`config.mk`:
```
export PLATFORM = sky130hd
export DESIGN_NAME = strap_ctrl_slave
export DESIGN_NICKNAME = d
export VERILOG_FILES = /design/src/rtl/strap_slave_pkg.sv /design/src/rtl/bus_sync.sv /design/src/rtl/slave_regs.sv /design/src/rtl/i2c_target.sv /design/src/rtl/spi_target.sv /design/src/rtl/strap_ctrl_slave.sv
export SDC_FILE = /design/constraint.sdc
export NUM_CORES = 1
export LEC_CHECK = 0
export BUFFER_PORTS_ARGS = -buffer_cell sky130_fd_sc_hd__clkbuf_2
export CORE_MARGIN = 2
export CORE_UTILIZATION = 60
export CTS_BUF_LIST = sky130_fd_sc_hd__clkbuf_8 sky130_fd_sc_hd__clkbuf_16
export DETAILED_ROUTE_END_ITERATION = 6
export HOLD_SLACK_MARGIN = 0.1
export PLACE_DENSITY_LB_ADDON = 0.05
export SLEW_MARGIN = 10
export SYNTH_ARGS = -nofsm -noshare
export SYNTH_HDL_FRONTEND = slang
export SYNTH_SLANG_ARGS = --single-unit
```
`constraint.sdc`:
```
create_clock -name clk_i -period 4.4 [get_ports clk_i]
set_clock_uncertainty 0.05 [all_clocks]
set_input_delay 0.22 -clock clk_i [delete_from_list [all_inputs] [get_ports clk_i]]
set_output_delay 0.22 -clock clk_i [all_outputs]
set_load 0.01 [all_outputs]
```
`src/rtl/strap_slave_pkg.sv`:
```
package strap_slave_pkg;
  typedef enum logic [1:0] {
    MODE_I2C_LO = 2'd0,
    MODE_I2C_HI = 2'd1,
    MODE_SPI    = 2'd2
  } bus_mode_e;

  localparam logic [6:0] I2C_DEV_LO = 7'h61;  // 0xC2 / 0xC3
  localparam logic [6:0] I2C_DEV_HI = 7'h64;  // 0xC8 / 0xC9

  function automatic bus_mode_e decode_strap(logic a, logic b);
    if (a)      return MODE_I2C_HI;
    else if (b) return MODE_SPI;
    else        return MODE_I2C_LO;
  endfunction
endpackage

```
`src/rtl/bus_sync.sv`:
```
module bus_sync #(
  parameter int WIDTH  = 3,
  parameter int STAGES = 2
) (
  input  logic             clk_i,
  input  logic             rst_ni,
  input  logic [WIDTH-1:0] d_i,
  output logic [WIDTH-1:0] q_o
);
  logic [WIDTH-1:0] stage_q [STAGES];

  always_ff @(posedge clk_i or negedge rst_ni) begin
    if (!rst_ni) begin
      for (int i = 0; i < STAGES; i++) stage_q[i] <= '1;  // bus lines idle high
    end else begin
      stage_q[0] <= d_i;
      for (int i = 1; i < STAGES; i++) stage_q[i] <= stage_q[i-1];
    end
  end

  assign q_o = stage_q[STAGES-1];
endmodule

```
`src/rtl/slave_regs.sv`:
```
module slave_regs #(
  parameter int DEPTH  = 16,
  parameter int DATA_W = 8
) (
  input  logic                     clk_i,
  input  logic                     rst_ni,
  input  logic                     wr_en_i,
  input  logic [$clog2(DEPTH)-1:0] wr_addr_i,
  input  logic [DATA_W-1:0]        wr_data_i,
  input  logic [$clog2(DEPTH)-1:0] rd_addr_i,
  output logic [DATA_W-1:0]        rd_data_o
);
  logic [DATA_W-1:0] mem_q [DEPTH];

  always_ff @(posedge clk_i or negedge rst_ni) begin
    if (!rst_ni) begin
      for (int i = 0; i < DEPTH; i++) mem_q[i] <= '0;
    end else if (wr_en_i) begin
      mem_q[wr_addr_i] <= wr_data_i;
    end
  end

  assign rd_data_o = mem_q[rd_addr_i];

  p_write_lands_r5: assert property (@(posedge clk_i) disable iff (!rst_ni)
    wr_en_i |=> mem_q[$past(wr_addr_i)] == $past(wr_data_i));
endmodule

```
`src/rtl/i2c_target.sv`:
```
module i2c_target #(
  parameter int AW = 4
) (
  input  logic          clk_i,
  input  logic          rst_ni,
  input  logic          en_i,
  input  logic [6:0]    dev_addr_i,
  input  logic          scl_i,
  input  logic          sda_i,
  output logic          sda_oe_o,
  output logic          wr_en_o,
  output logic [AW-1:0] wr_addr_o,
  output logic [7:0]    wr_data_o,
  output logic [AW-1:0] rd_addr_o,
  input  logic [7:0]    rd_data_i
);
  typedef enum logic [2:0] {ST_IDLE, ST_RX, ST_ACK, ST_TX, ST_MACK} st_e;
  typedef enum logic [1:0] {K_ADDR, K_HDR, K_DATA} kind_e;

  st_e          state_q;
  kind_e        kind_q;
  logic         scl_q, sda_q;
  logic [3:0]   cnt_q;
  logic [7:0]   rx_q, tx_q;
  logic [AW-1:0] addr_q;
  logic         is_rd_q, to_tx_q, mack_q;

  logic scl_rise, scl_fall, start_c, stop_c;
  assign scl_rise = scl_i & ~scl_q;
  assign scl_fall = ~scl_i & scl_q;
  assign start_c  = scl_i & scl_q & sda_q & ~sda_i;
  assign stop_c   = scl_i & scl_q & ~sda_q & sda_i;

  always_ff @(posedge clk_i or negedge rst_ni) begin
    if (!rst_ni) begin
      state_q   <= ST_IDLE;
      kind_q    <= K_ADDR;
      scl_q     <= 1'b1;
      sda_q     <= 1'b1;
      cnt_q     <= '0;
      rx_q      <= '0;
      tx_q      <= '0;
      addr_q    <= '0;
      is_rd_q   <= 1'b0;
      to_tx_q   <= 1'b0;
      mack_q    <= 1'b0;
      wr_en_o   <= 1'b0;
      wr_addr_o <= '0;
      wr_data_o <= '0;
    end else begin
      scl_q   <= scl_i;
      sda_q   <= sda_i;
      wr_en_o <= 1'b0;
      if (!en_i) begin
        state_q <= ST_IDLE;
      end else if (start_c) begin
        state_q <= ST_RX;
        kind_q  <= K_ADDR;
        cnt_q   <= '0;
      end else if (stop_c) begin
        state_q <= ST_IDLE;
      end else begin
        unique case (state_q)
          ST_RX: begin
            if (scl_rise) begin
              rx_q  <= {rx_q[6:0], sda_i};
              cnt_q <= cnt_q + 4'd1;
            end else if (scl_fall && cnt_q == 4'd8) begin
              cnt_q <= '0;
              unique case (kind_q)
                K_ADDR: begin
                  if (rx_q[7:1] == dev_addr_i) begin
                    is_rd_q <= rx_q[0];
                    to_tx_q <= 1'b0;
                    kind_q  <= K_HDR;
                    state_q <= ST_ACK;
                  end else begin
                    state_q <= ST_IDLE;
                  end
                end
                K_HDR: begin
                  addr_q  <= rx_q[AW-1:0];
                  to_tx_q <= is_rd_q;
                  kind_q  <= K_DATA;
                  state_q <= ST_ACK;
                end
                default: begin
                  wr_en_o   <= 1'b1;
                  wr_addr_o <= addr_q;
                  wr_data_o <= rx_q;
                  addr_q    <= addr_q + 1'b1;
                  state_q   <= ST_ACK;
                end
              endcase
            end
          end
          ST_ACK: begin
            if (scl_fall) begin
              cnt_q <= '0;
              if (to_tx_q) begin
                tx_q    <= rd_data_i;
                addr_q  <= addr_q + 1'b1;
                state_q <= ST_TX;
              end else begin
                state_q <= ST_RX;
              end
            end
          end
          ST_TX: begin
            if (scl_rise) begin
              cnt_q <= cnt_q + 4'd1;
            end else if (scl_fall) begin
              if (cnt_q == 4'd8) begin
                cnt_q   <= '0;
                mack_q  <= 1'b0;
                state_q <= ST_MACK;
              end else begin
                tx_q <= {tx_q[6:0], 1'b0};
              end
            end
          end
          ST_MACK: begin
            if (scl_rise) begin
              if (sda_i) state_q <= ST_IDLE;  // host nack acts as stop
              else       mack_q  <= 1'b1;
            end else if (scl_fall && mack_q) begin
              tx_q    <= rd_data_i;
              addr_q  <= addr_q + 1'b1;
              cnt_q   <= '0;
              state_q <= ST_TX;
            end
          end
          default: ;
        endcase
      end
    end
  end

  assign rd_addr_o = addr_q;
  assign sda_oe_o  = (state_q == ST_ACK) | ((state_q == ST_TX) & ~tx_q[7]);

  p_pull_after_fall_r4: assert property (@(posedge clk_i) disable iff (!rst_ni)
    $rose(sda_oe_o) |-> $past(scl_fall));
  p_stop_release_r3: assert property (@(posedge clk_i) disable iff (!rst_ni)
    (en_i && stop_c) |=> !sda_oe_o);
  p_disabled_quiet_r10: assert property (@(posedge clk_i) disable iff (!rst_ni)
    !en_i |=> !sda_oe_o && !wr_en_o);
endmodule

```
`src/rtl/spi_target.sv`:
```
module spi_target #(
  parameter int AW = 4
) (
  input  logic          clk_i,
  input  logic          rst_ni,
  input  logic          en_i,
  input  logic          sclk_i,
  input  logic          cs_ni,
  input  logic          mosi_i,
  output logic          miso_o,
  output logic          miso_oe_o,
  output logic          wr_en_o,
  output logic [AW-1:0] wr_addr_o,
  output logic [7:0]    wr_data_o,
  output logic [AW-1:0] rd_addr_o,
  input  logic [7:0]    rd_data_i
);
  logic          sclk_q;
  logic [2:0]    cnt_q;
  logic [7:0]    rx_q, tx_q;
  logic [AW-1:0] addr_q;
  logic          hdr_done_q, rd_mode_q;

  logic       sclk_rise, sclk_fall, byte_end, hdr_end;
  logic [7:0] rx_next;
  assign sclk_rise = sclk_i & ~sclk_q;
  assign sclk_fall = ~sclk_i & sclk_q;
  assign rx_next   = {rx_q[6:0], mosi_i};
  assign byte_end  = en_i & ~cs_ni & sclk_rise & (cnt_q == 3'd7);
  assign hdr_end   = byte_end & ~hdr_done_q;

  always_ff @(posedge clk_i or negedge rst_ni) begin
    if (!rst_ni) begin
      sclk_q     <= 1'b1;
      cnt_q      <= '0;
      rx_q       <= '0;
      tx_q       <= '0;
      addr_q     <= '0;
      hdr_done_q <= 1'b0;
      rd_mode_q  <= 1'b0;
      wr_en_o    <= 1'b0;
      wr_addr_o  <= '0;
      wr_data_o  <= '0;
    end else begin
      sclk_q  <= sclk_i;
      wr_en_o <= 1'b0;
      if (!en_i || cs_ni) begin
        cnt_q      <= '0;
        hdr_done_q <= 1'b0;
        rd_mode_q  <= 1'b0;
      end else if (sclk_rise) begin
        rx_q  <= rx_next;
        cnt_q <= cnt_q + 3'd1;
        if (hdr_end) begin
          hdr_done_q <= 1'b1;
          rd_mode_q  <= rx_next[7];
          if (rx_next[7]) begin
            tx_q   <= rd_data_i;
            addr_q <= rx_next[AW-1:0] + 1'b1;
          end else begin
            addr_q <= rx_next[AW-1:0];
          end
        end else if (byte_end) begin
          addr_q <= addr_q + 1'b1;
          if (rd_mode_q) begin
            tx_q <= rd_data_i;
          end else begin
            wr_en_o   <= 1'b1;
            wr_addr_o <= addr_q;
            wr_data_o <= rx_next;
          end
        end
      end else if (sclk_fall && cnt_q != 3'd0) begin
        tx_q <= {tx_q[6:0], 1'b0};
      end
    end
  end

  assign rd_addr_o = hdr_end ? rx_next[AW-1:0] : addr_q;
  assign miso_o    = tx_q[7];
  assign miso_oe_o = rd_mode_q & hdr_done_q;

  p_miso_released_r9: assert property (@(posedge clk_i) disable iff (!rst_ni)
    (cs_ni || !en_i) |=> !miso_oe_o);
  p_single_write_r8: assert property (@(posedge clk_i) disable iff (!rst_ni)
    wr_en_o |=> !wr_en_o);
  p_no_write_in_read_r9: assert property (@(posedge clk_i) disable iff (!rst_ni)
    miso_oe_o |-> !wr_en_o);
endmodule

```
`src/rtl/strap_ctrl_slave.sv`:
```
module strap_ctrl_slave
  import strap_slave_pkg::*;
#(
  parameter int REG_DEPTH   = 16,
  parameter int SYNC_STAGES = 2
) (
  input  logic clk_i,
  input  logic rst_ni,
  input  logic scl_sclk_i,
  input  logic sda_mosi_i,
  output logic sda_oe_o,
  input  logic cs_ni,
  input  logic miso_strap_i,
  input  logic strap_b_i,
  output logic miso_o,
  output logic miso_oe_o
);
  localparam int AW = $clog2(REG_DEPTH);

  bus_mode_e mode_q;
  logic      captured_q;

  always_ff @(posedge clk_i or negedge rst_ni) begin
    if (!rst_ni) begin
      mode_q     <= MODE_I2C_LO;
      captured_q <= 1'b0;
    end else if (!captured_q) begin
      mode_q     <= decode_strap(miso_strap_i, strap_b_i);
      captured_q <= 1'b1;
    end
  end

  logic i2c_en, spi_en;
  logic [6:0] dev_addr;
  assign i2c_en   = captured_q & (mode_q != MODE_SPI);
  assign spi_en   = captured_q & (mode_q == MODE_SPI);
  assign dev_addr = (mode_q == MODE_I2C_HI) ? I2C_DEV_HI : I2C_DEV_LO;

  logic [2:0] sync_q;
  bus_sync #(.WIDTH(3), .STAGES(SYNC_STAGES)) i_sync (
    .clk_i  (clk_i),
    .rst_ni (rst_ni),
    .d_i    ({scl_sclk_i, sda_mosi_i, cs_ni}),
    .q_o    (sync_q)
  );

  logic          i2c_we, spi_we, rf_we;
  logic [AW-1:0] i2c_wa, spi_wa, i2c_ra, spi_ra, rf_wa, rf_ra;
  logic [7:0]    i2c_wd, spi_wd, rf_wd, rf_rd;

  i2c_target #(.AW(AW)) i_i2c (
    .clk_i      (clk_i),
    .rst_ni     (rst_ni),
    .en_i       (i2c_en),
    .dev_addr_i (dev_addr),
    .scl_i      (sync_q[2]),
    .sda_i      (sync_q[1]),
    .sda_oe_o   (sda_oe_o),
    .wr_en_o    (i2c_we),
    .wr_addr_o  (i2c_wa),
    .wr_data_o  (i2c_wd),
    .rd_addr_o  (i2c_ra),
    .rd_data_i  (rf_rd)
  );

  spi_target #(.AW(AW)) i_spi (
    .clk_i      (clk_i),
    .rst_ni     (rst_ni),
    .en_i       (spi_en),
    .sclk_i     (sync_q[2]),
    .cs_ni      (sync_q[0]),
    .mosi_i     (sync_q[1]),
    .miso_o     (miso_o),
    .miso_oe_o  (miso_oe_o),
    .wr_en_o    (spi_we),
    .wr_addr_o  (spi_wa),
    .wr_data_o  (spi_wd),
    .rd_addr_o  (spi_ra),
    .rd_data_i  (rf_rd)
  );

  assign rf_we = spi_en ? spi_we : i2c_we;
  assign rf_wa = spi_en ? spi_wa : i2c_wa;
  assign rf_wd = spi_en ? spi_wd : i2c_wd;
  assign rf_ra = spi_en ? spi_ra : i2c_ra;

  slave_regs #(.DEPTH(REG_DEPTH), .DATA_W(8)) i_regs (
    .clk_i     (clk_i),
    .rst_ni    (rst_ni),
    .wr_en_i   (rf_we),
    .wr_addr_i (rf_wa),
    .wr_data_i (rf_wd),
    .rd_addr_i (rf_ra),
    .rd_data_o (rf_rd)
  );

  p_mode_frozen_r1: assert property (@(posedge clk_i) disable iff (!rst_ni)
    captured_q |=> captured_q && $stable(mode_q));
  p_spi_no_sda_r10: assert property (@(posedge clk_i) disable iff (!rst_ni)
    spi_en |-> !sda_oe_o);
  p_i2c_no_miso_r10: assert property (@(posedge clk_i) disable iff (!rst_ni)
    i2c_en |-> !miso_oe_o);

  always_comb begin
    if (!rst_ni) begin
      p_reset_quiet_r11: assert (!sda_oe_o && !miso_oe_o);
    end
  end
endmodule

```
==> results of run 1 <==
worst reg2reg max path, stage by stage (launching register included):
cell,delay [ps]
dfrtp_1,390
ha_1,170
ha_1,200
and4bb_1,500
mux2_2,450
nor2_4,540
buf_4,320
a21oi_1,90
a221oi_1,450
nor2_1,110
o221ai_1,220
per-stage QoR:
stage,std cells,hold slack (ps)
3_5_place_dp,1206,239
5_1_grt,1256,280
4_1_cts,1256,265
3_3_place_gp,1206,238
6_report,1256,249
2_1_floorplan,1009,-126
flip-flops by register name, indices dropped and copies added (netlist names), 4 cells and up:
signal           count
i_spi.rx_q           7
i_i2c.rx_q           8
i_spi.tx_q           8
i_spi.addr_q         4
i_i2c.rd_addr_o      4
i_i2c.cnt_q          4
i_spi.wr_addr_o      4
i_i2c.wr_data_o      8
i_i2c.wr_addr_o      4
i_regs.mem_q       128
i_i2c.tx_q           8
i_spi.wr_data_o      8
path summary, 6_finish.rpt:
kind / start / end / slack (ps) / cells past startpoint
max in group asynchronous: rst_ni / i_regs.mem_q[4] / 2980 / 3
min in group clk_i: sda_mosi_i / i_sync.stage_q[4] / 280 / 2
setup reg to reg: i_spi.cnt_q[0] / i_spi.tx_q[7] / 830 / 10
setup / recovery: i_spi.cnt_q[0] / i_spi.tx_q[7] / 830 / 10
hold / removal: rst_ni / i_i2c.cnt_q[2] / 250 / 2
hold reg to reg: i_sync.stage_q[4] / i_sync.q_o[1] / 310 / 0
power groups by stage:
stage	clock network (mW)	logic, mW	registers, mW
2_1_floorplan	0	0.0999	2.09
3_3_place_gp	0	0.169	2.10
3_5_place_dp	0	0.170	2.10
4_1_cts	2.04	0.175	2.06
5_1_grt	2.13	0.196	2.07
6_report	2.01	0.173	2.06
metal layers:
metal	track usage (%)	vias up	wire length [um]
li1	-	3622	-
met1	42.2	3872	12200
met2	42.3	199	11700
met3	5.25	33	1520
met4	5.42	0	434
met5	0	-	0
placed cells by master (no fill, tap or decap), drive strengths merged, types with 16 or more instances in the layout:
master  synthesis  final
clkbuf         25     37
nor2           51     51
dfrtp         213    213
nand2         155    155
buf            31     16
a21oi          81     81
o21ai          39     39
nand3          28     28
mux2i          16     16
inv            19     30
mux2          161    161
a221oi         24     24
kinds of logic (layout without fill, tap and decap cells):
kind of cell	after synthesis	in the layout	synth area share, %
and+or+nand+nor	308	308	13.4
other	1	1	0.0345
buffers and inverters	75	93	3.22
AOI/OAI and AO/OA	210	210	12.3
xor gates and xnor gates	6	6	0.483
DFF	221	221	50.9
adders and majority gates	11	11	1.27
muxes	177	177	18.3
cell type report:
cell class	count	area (sq um)
fill	1449	5980
tap	229	287
clock buffer	29	681
clock inverter	15	114
inverter	19	71.3
timing repair buffer	30	240
multi-input combinational	713	4990
sequential	221	5540
==> metrics.yaml, run 1 <==
outcome:
  run_status: "complete, no violations"
setup_path:
  crit_chain: "ha_1 -> ha_1 -> and4bb_1 -> mux2_2 -> nor2_4 -> buf_4 -> a21oi_1 -> a221oi_1 -> nor2_1 -> o221ai_1"
  critPathKind: "reg -> reg"
  crit_required_ps: 4770
  path_max_fanout: 22
  crit_path_frequent_cell: "ha_1"
  critPathSlowestCell: "nor2_4"
  path_buf_inv: 1
  critPathLaunchType: "register"
  slowest_delay_ps: 540
  cp_data_arrival_time_ps: 3940
  worst_setup_path_end_kind: "register"
  path_delay_family: "simple AND/OR/NAND/NOR gates"
pwr:
  clkPwrFrac_pct: 47.3
  peakVddDrop_uv: 363
  sw_frac_of_total_pct: 22.2
  fin_total_pwr_mw: 4.24
  power_switching_mw: 0.940
  p_int_mw: 3.30
  p_leak_nw: 5.68
  powerDensity_nw_per_um2: 356
  pwr-share-comb_pct: 4.1
  pwr-share-seq_pct: 48.7
clock_tree:
  htreeDepth: 1
  cts_resized: 0
  cts-hold-fix-buffers: 6
  clk_latency_ps: 520
  cts_max_path_buffers: 3
  clkTransAtPathRegs_ps: 60
  cts_tree: "yes"
  cts_buffers: 24
  cts_setup_buffers: 0
  root_buffer: "clkbuf_16"
  numClockSinks: 221
timing:
  fin_crit_sh_pct: 81.1
  tns_ps: 0
  hold_violations: 0
  layout_setup_ws_ps: 831
  slew_headroom_pct: 26.4
  setup_viol: 0
  worst_pin_slew_ps: 1100
  rsz0062_at_grt: "false"
  finalMaxSlewViolations: 0
  period_minus_slack_ps: 3570
  fmax_ghz: 0.280
drt:
  drt_iter0_drc: 590
  drt_first_pass_iters: 5
  viasPerCell: 6.15
  antenna_left: 0
  vias: 7726
  drc: 0
  wl_per_cell_um: 20.6
  routed_wl_um: 25900
layout:
  nNetsFinal: 1027
  drive_gt1_share_pct: 23.7
  fin_util_pct: 66.6
  area_growth_pct: 9.65
  insertedDiodeCount: 0
  stdcell_area_sq_um: 11900
die:
  dieArea_sq_um: 19200
  start_util_pct: 60.7
  row_count: 49
  die_x_um: 139
  ios: 10
  core-area_sq_um: 17900
  dieHeight_um: 139
logic_synthesis:
  synth.top_cells.by_count: "dfrtp_1, mux2_2, nand2_1, a21oi_1, nor2_1"
  synth_edf_count: 0
  yosysMostFrequentCell: "dfrtp_1"
  synth_area_leader_cell: "dfrtp_1"
  synth_top_flop_cell: "dfrtp_1"
  synth_area_sq_um: 10900
  async_flop_share_pct: 100
  synth_top_cell_area_share_pct: 49.0
  synth-seq-cells: 221
  synth_cells: 1009
  synth_fp_nets: 1027
  ys_types: 67
  yosysWarnings: 0
  ys_seq_area_share_pct: 50.9
  synthTopCellsByArea: "dfrtp_1, mux2_2, nand2_1"
  avgSynthCellArea_sq_um: 10.8
placed_design:
  dp_hpwl_um: 17400
  gp_congestion: 0.884
  port_buffers: 9
  place_ws_ps: 855
  place_area_sq_um: 11100
global_route:
  track_usage_pct: 27.7
  antenna_found_initial: 0
  grt_pass1_vias: 7649
  grt_max_degree: 94
  grt_remaining_overflow: 0
  grt_pass1_wl_um: 42800
min_path:
  min_path_type: "in -> async"
run:
  cap_violations: 0
Note: power is estimated with default switching activity, not from simulation.
==> run 2, diff against run 1 <==
==> constraint.sdc (replaced) <==
create_clock -name clk_i -period 3.6 [get_ports clk_i]
set_clock_uncertainty 0.05 [all_clocks]
set_input_delay 0.18 -clock clk_i [delete_from_list [all_inputs] [get_ports clk_i]]
set_output_delay 0.18 -clock clk_i [all_outputs]
set_load 0.01 [all_outputs]
==> metrics.yaml, run 2 (same netlist as run 1, synthesis figures left out) <==
outcome:
  run_status: "complete, no violations"
placed_design:
  gp_congestion: 0.889
  place_area_sq_um: 11200
  dp_hpwl_um: 17900
  port_buffers: 9
drt:
  vias: 7839
  drc: 0
  drt_first_pass_iters: 5
  routed_wl_um: 26300
  drt_iter0_drc: 526
  antenna_left: 0
  viasPerCell: 6.19
  wl_per_cell_um: 20.8
setup_path:
  critPathLaunchType: "register"
  worst_setup_path_end_kind: "register"
  critPathKind: "reg -> reg"
  crit_required_ps: 3990
  cp_data_arrival_time_ps: 3720
  path_max_fanout: 16
pwr:
  fin_total_pwr_mw: 5.17
  sw_frac_of_total_pct: 22.5
  p_int_mw: 4.01
  p_leak_nw: 5.73
  peakVddDrop_uv: 456
  pwr-share-comb_pct: 4.3
  pwr-share-seq_pct: 48.8
  clkPwrFrac_pct: 46.9
  powerDensity_nw_per_um2: 430
  power_switching_mw: 1.16
timing:
  period_minus_slack_ps: 3320
  rsz0062_at_grt: "false"
  finalMaxSlewViolations: 0
  tns_ps: 0
  slew_headroom_pct: 28.6
  hold_violations: 0
  fmax_ghz: 0.301
  setup_viol: 0
  fin_crit_sh_pct: 92.3
  worst_pin_slew_ps: 1070
die:
  dieHeight_um: 139
  dieArea_sq_um: 19200
  start_util_pct: 60.7
  row_count: 49
  die_x_um: 139
  ios: 10
  core-area_sq_um: 17900
global_route:
  grt_pass1_wl_um: 43400
  grt_remaining_overflow: 0
  antenna_found_initial: 0
  track_usage_pct: 28.0
  grt_max_degree: 83
  grt_pass1_vias: 7815
layout:
  mostFrequentLayoutCells: "dfrtp_1, mux2_2, nand2_1"
  area_growth_pct: 10.6
  largest_register_ff_count: 128
  stdcell_area_sq_um: 12000
  drive_gt1_share_pct: 25.0
  mostFrequentLayoutCell: "dfrtp_1"
  insertedDiodeCount: 0
  regMostFlops: "i_regs.mem_q"
  n_fill_cell: 1406
  nNetsFinal: 1038
min_path:
  min_path_type: "in -> async"
run:
  cap_violations: 0
clock_tree:
  cts_max_path_buffers: 3
  cts_buffers: 24
  cts_tree: "yes"
  clk_latency_ps: 520
  clkTransAtPathRegs_ps: 60
  numClockSinks: 221
  root_buffer: "clkbuf_16"
  htreeDepth: 1
  cts_setup_buffers: 0
## run 2: final cells by class
class	instances	area (sq um)	area share (%)
well taps	229	287	2.38
multi-input cells	713	5000	41.6
repair buffers	41	348	2.89
flip-flops and latches	221	5540	46.1
clock inverters	17	129	1.07
inverters	19	71.3	0.593
clock buffers	27	653	5.43
## run 2: worst max-delay path, cell delays in order (launching register included)
cell and delay (ps):
dfrtp_1 380, ha_1 170, ha_1 220, and4bb_2 420, mux2_2 420, nor2_4 360, buf_4 320, a21oi_1 60
a221oi_1 510, o21ai_1 160, a31oi_1 190
## run 2: power groups by stage
stage,clock network (mW),registers [mW],logic (mW)
final,2.43,2.52,0.221
after global routing,2.57,2.53,0.247
after floorplan,0,2.56,0.122
after detailed placement,0,2.57,0.215
after global placement,0,2.57,0.213
after CTS,2.46,2.52,0.221
## run 2: stage by stage
step	instances	setup WS [ps]	utilization [%]	hold WS, ps
floorplan	1009	889	-	-166
global placement	1217	235	62.4	97.7
detailed placement	1217	140	62.4	101
CTS	1267	118	67.1	157
global route	1267	93.3	67.2	195
finish	1267	276	67.2	146
## run 2: what timing repair did
| item | 4_1_cts | 5_1_grt |
|---|---|---|
| hold buffers | 6 | 0 |
| gates resized for setup | 0 | 2 |
| hold endpoints to repair | 147 | 0 |
| endpoints found under the setup margin | 0 | 1 |
## run 2: worst paths after layout
| check | startpoint | endpoint | slack [ps] | cells past startpoint |
|---|---|---|---|---|
| setup / recovery | i_spi.cnt_q[0] | i_i2c.tx_q[1] | 280 | 10 |
| setup reg to reg | i_spi.cnt_q[0] | i_i2c.tx_q[1] | 280 | 10 |
| max in group asynchronous | rst_ni | i_sync.stage_q[3] | 2470 | 3 |
| min in group clk_i | sda_mosi_i | i_sync.stage_q[4] | 250 | 2 |
| hold reg to reg | i_sync.stage_q[4] | i_sync.q_o[1] | 300 | 0 |
| hold / removal | rst_ni | i_regs.mem_q[57] | 150 | 2 |
## run 2: layer usage
layer  wire length, um  GRT usage (%)  up-vias
met5                 0              0        -
met4               451           6.17        0
met3              1540           4.56       34
met2             11800           43.1      201
met1             12600           42.6     3957
li1                  -              -     3647
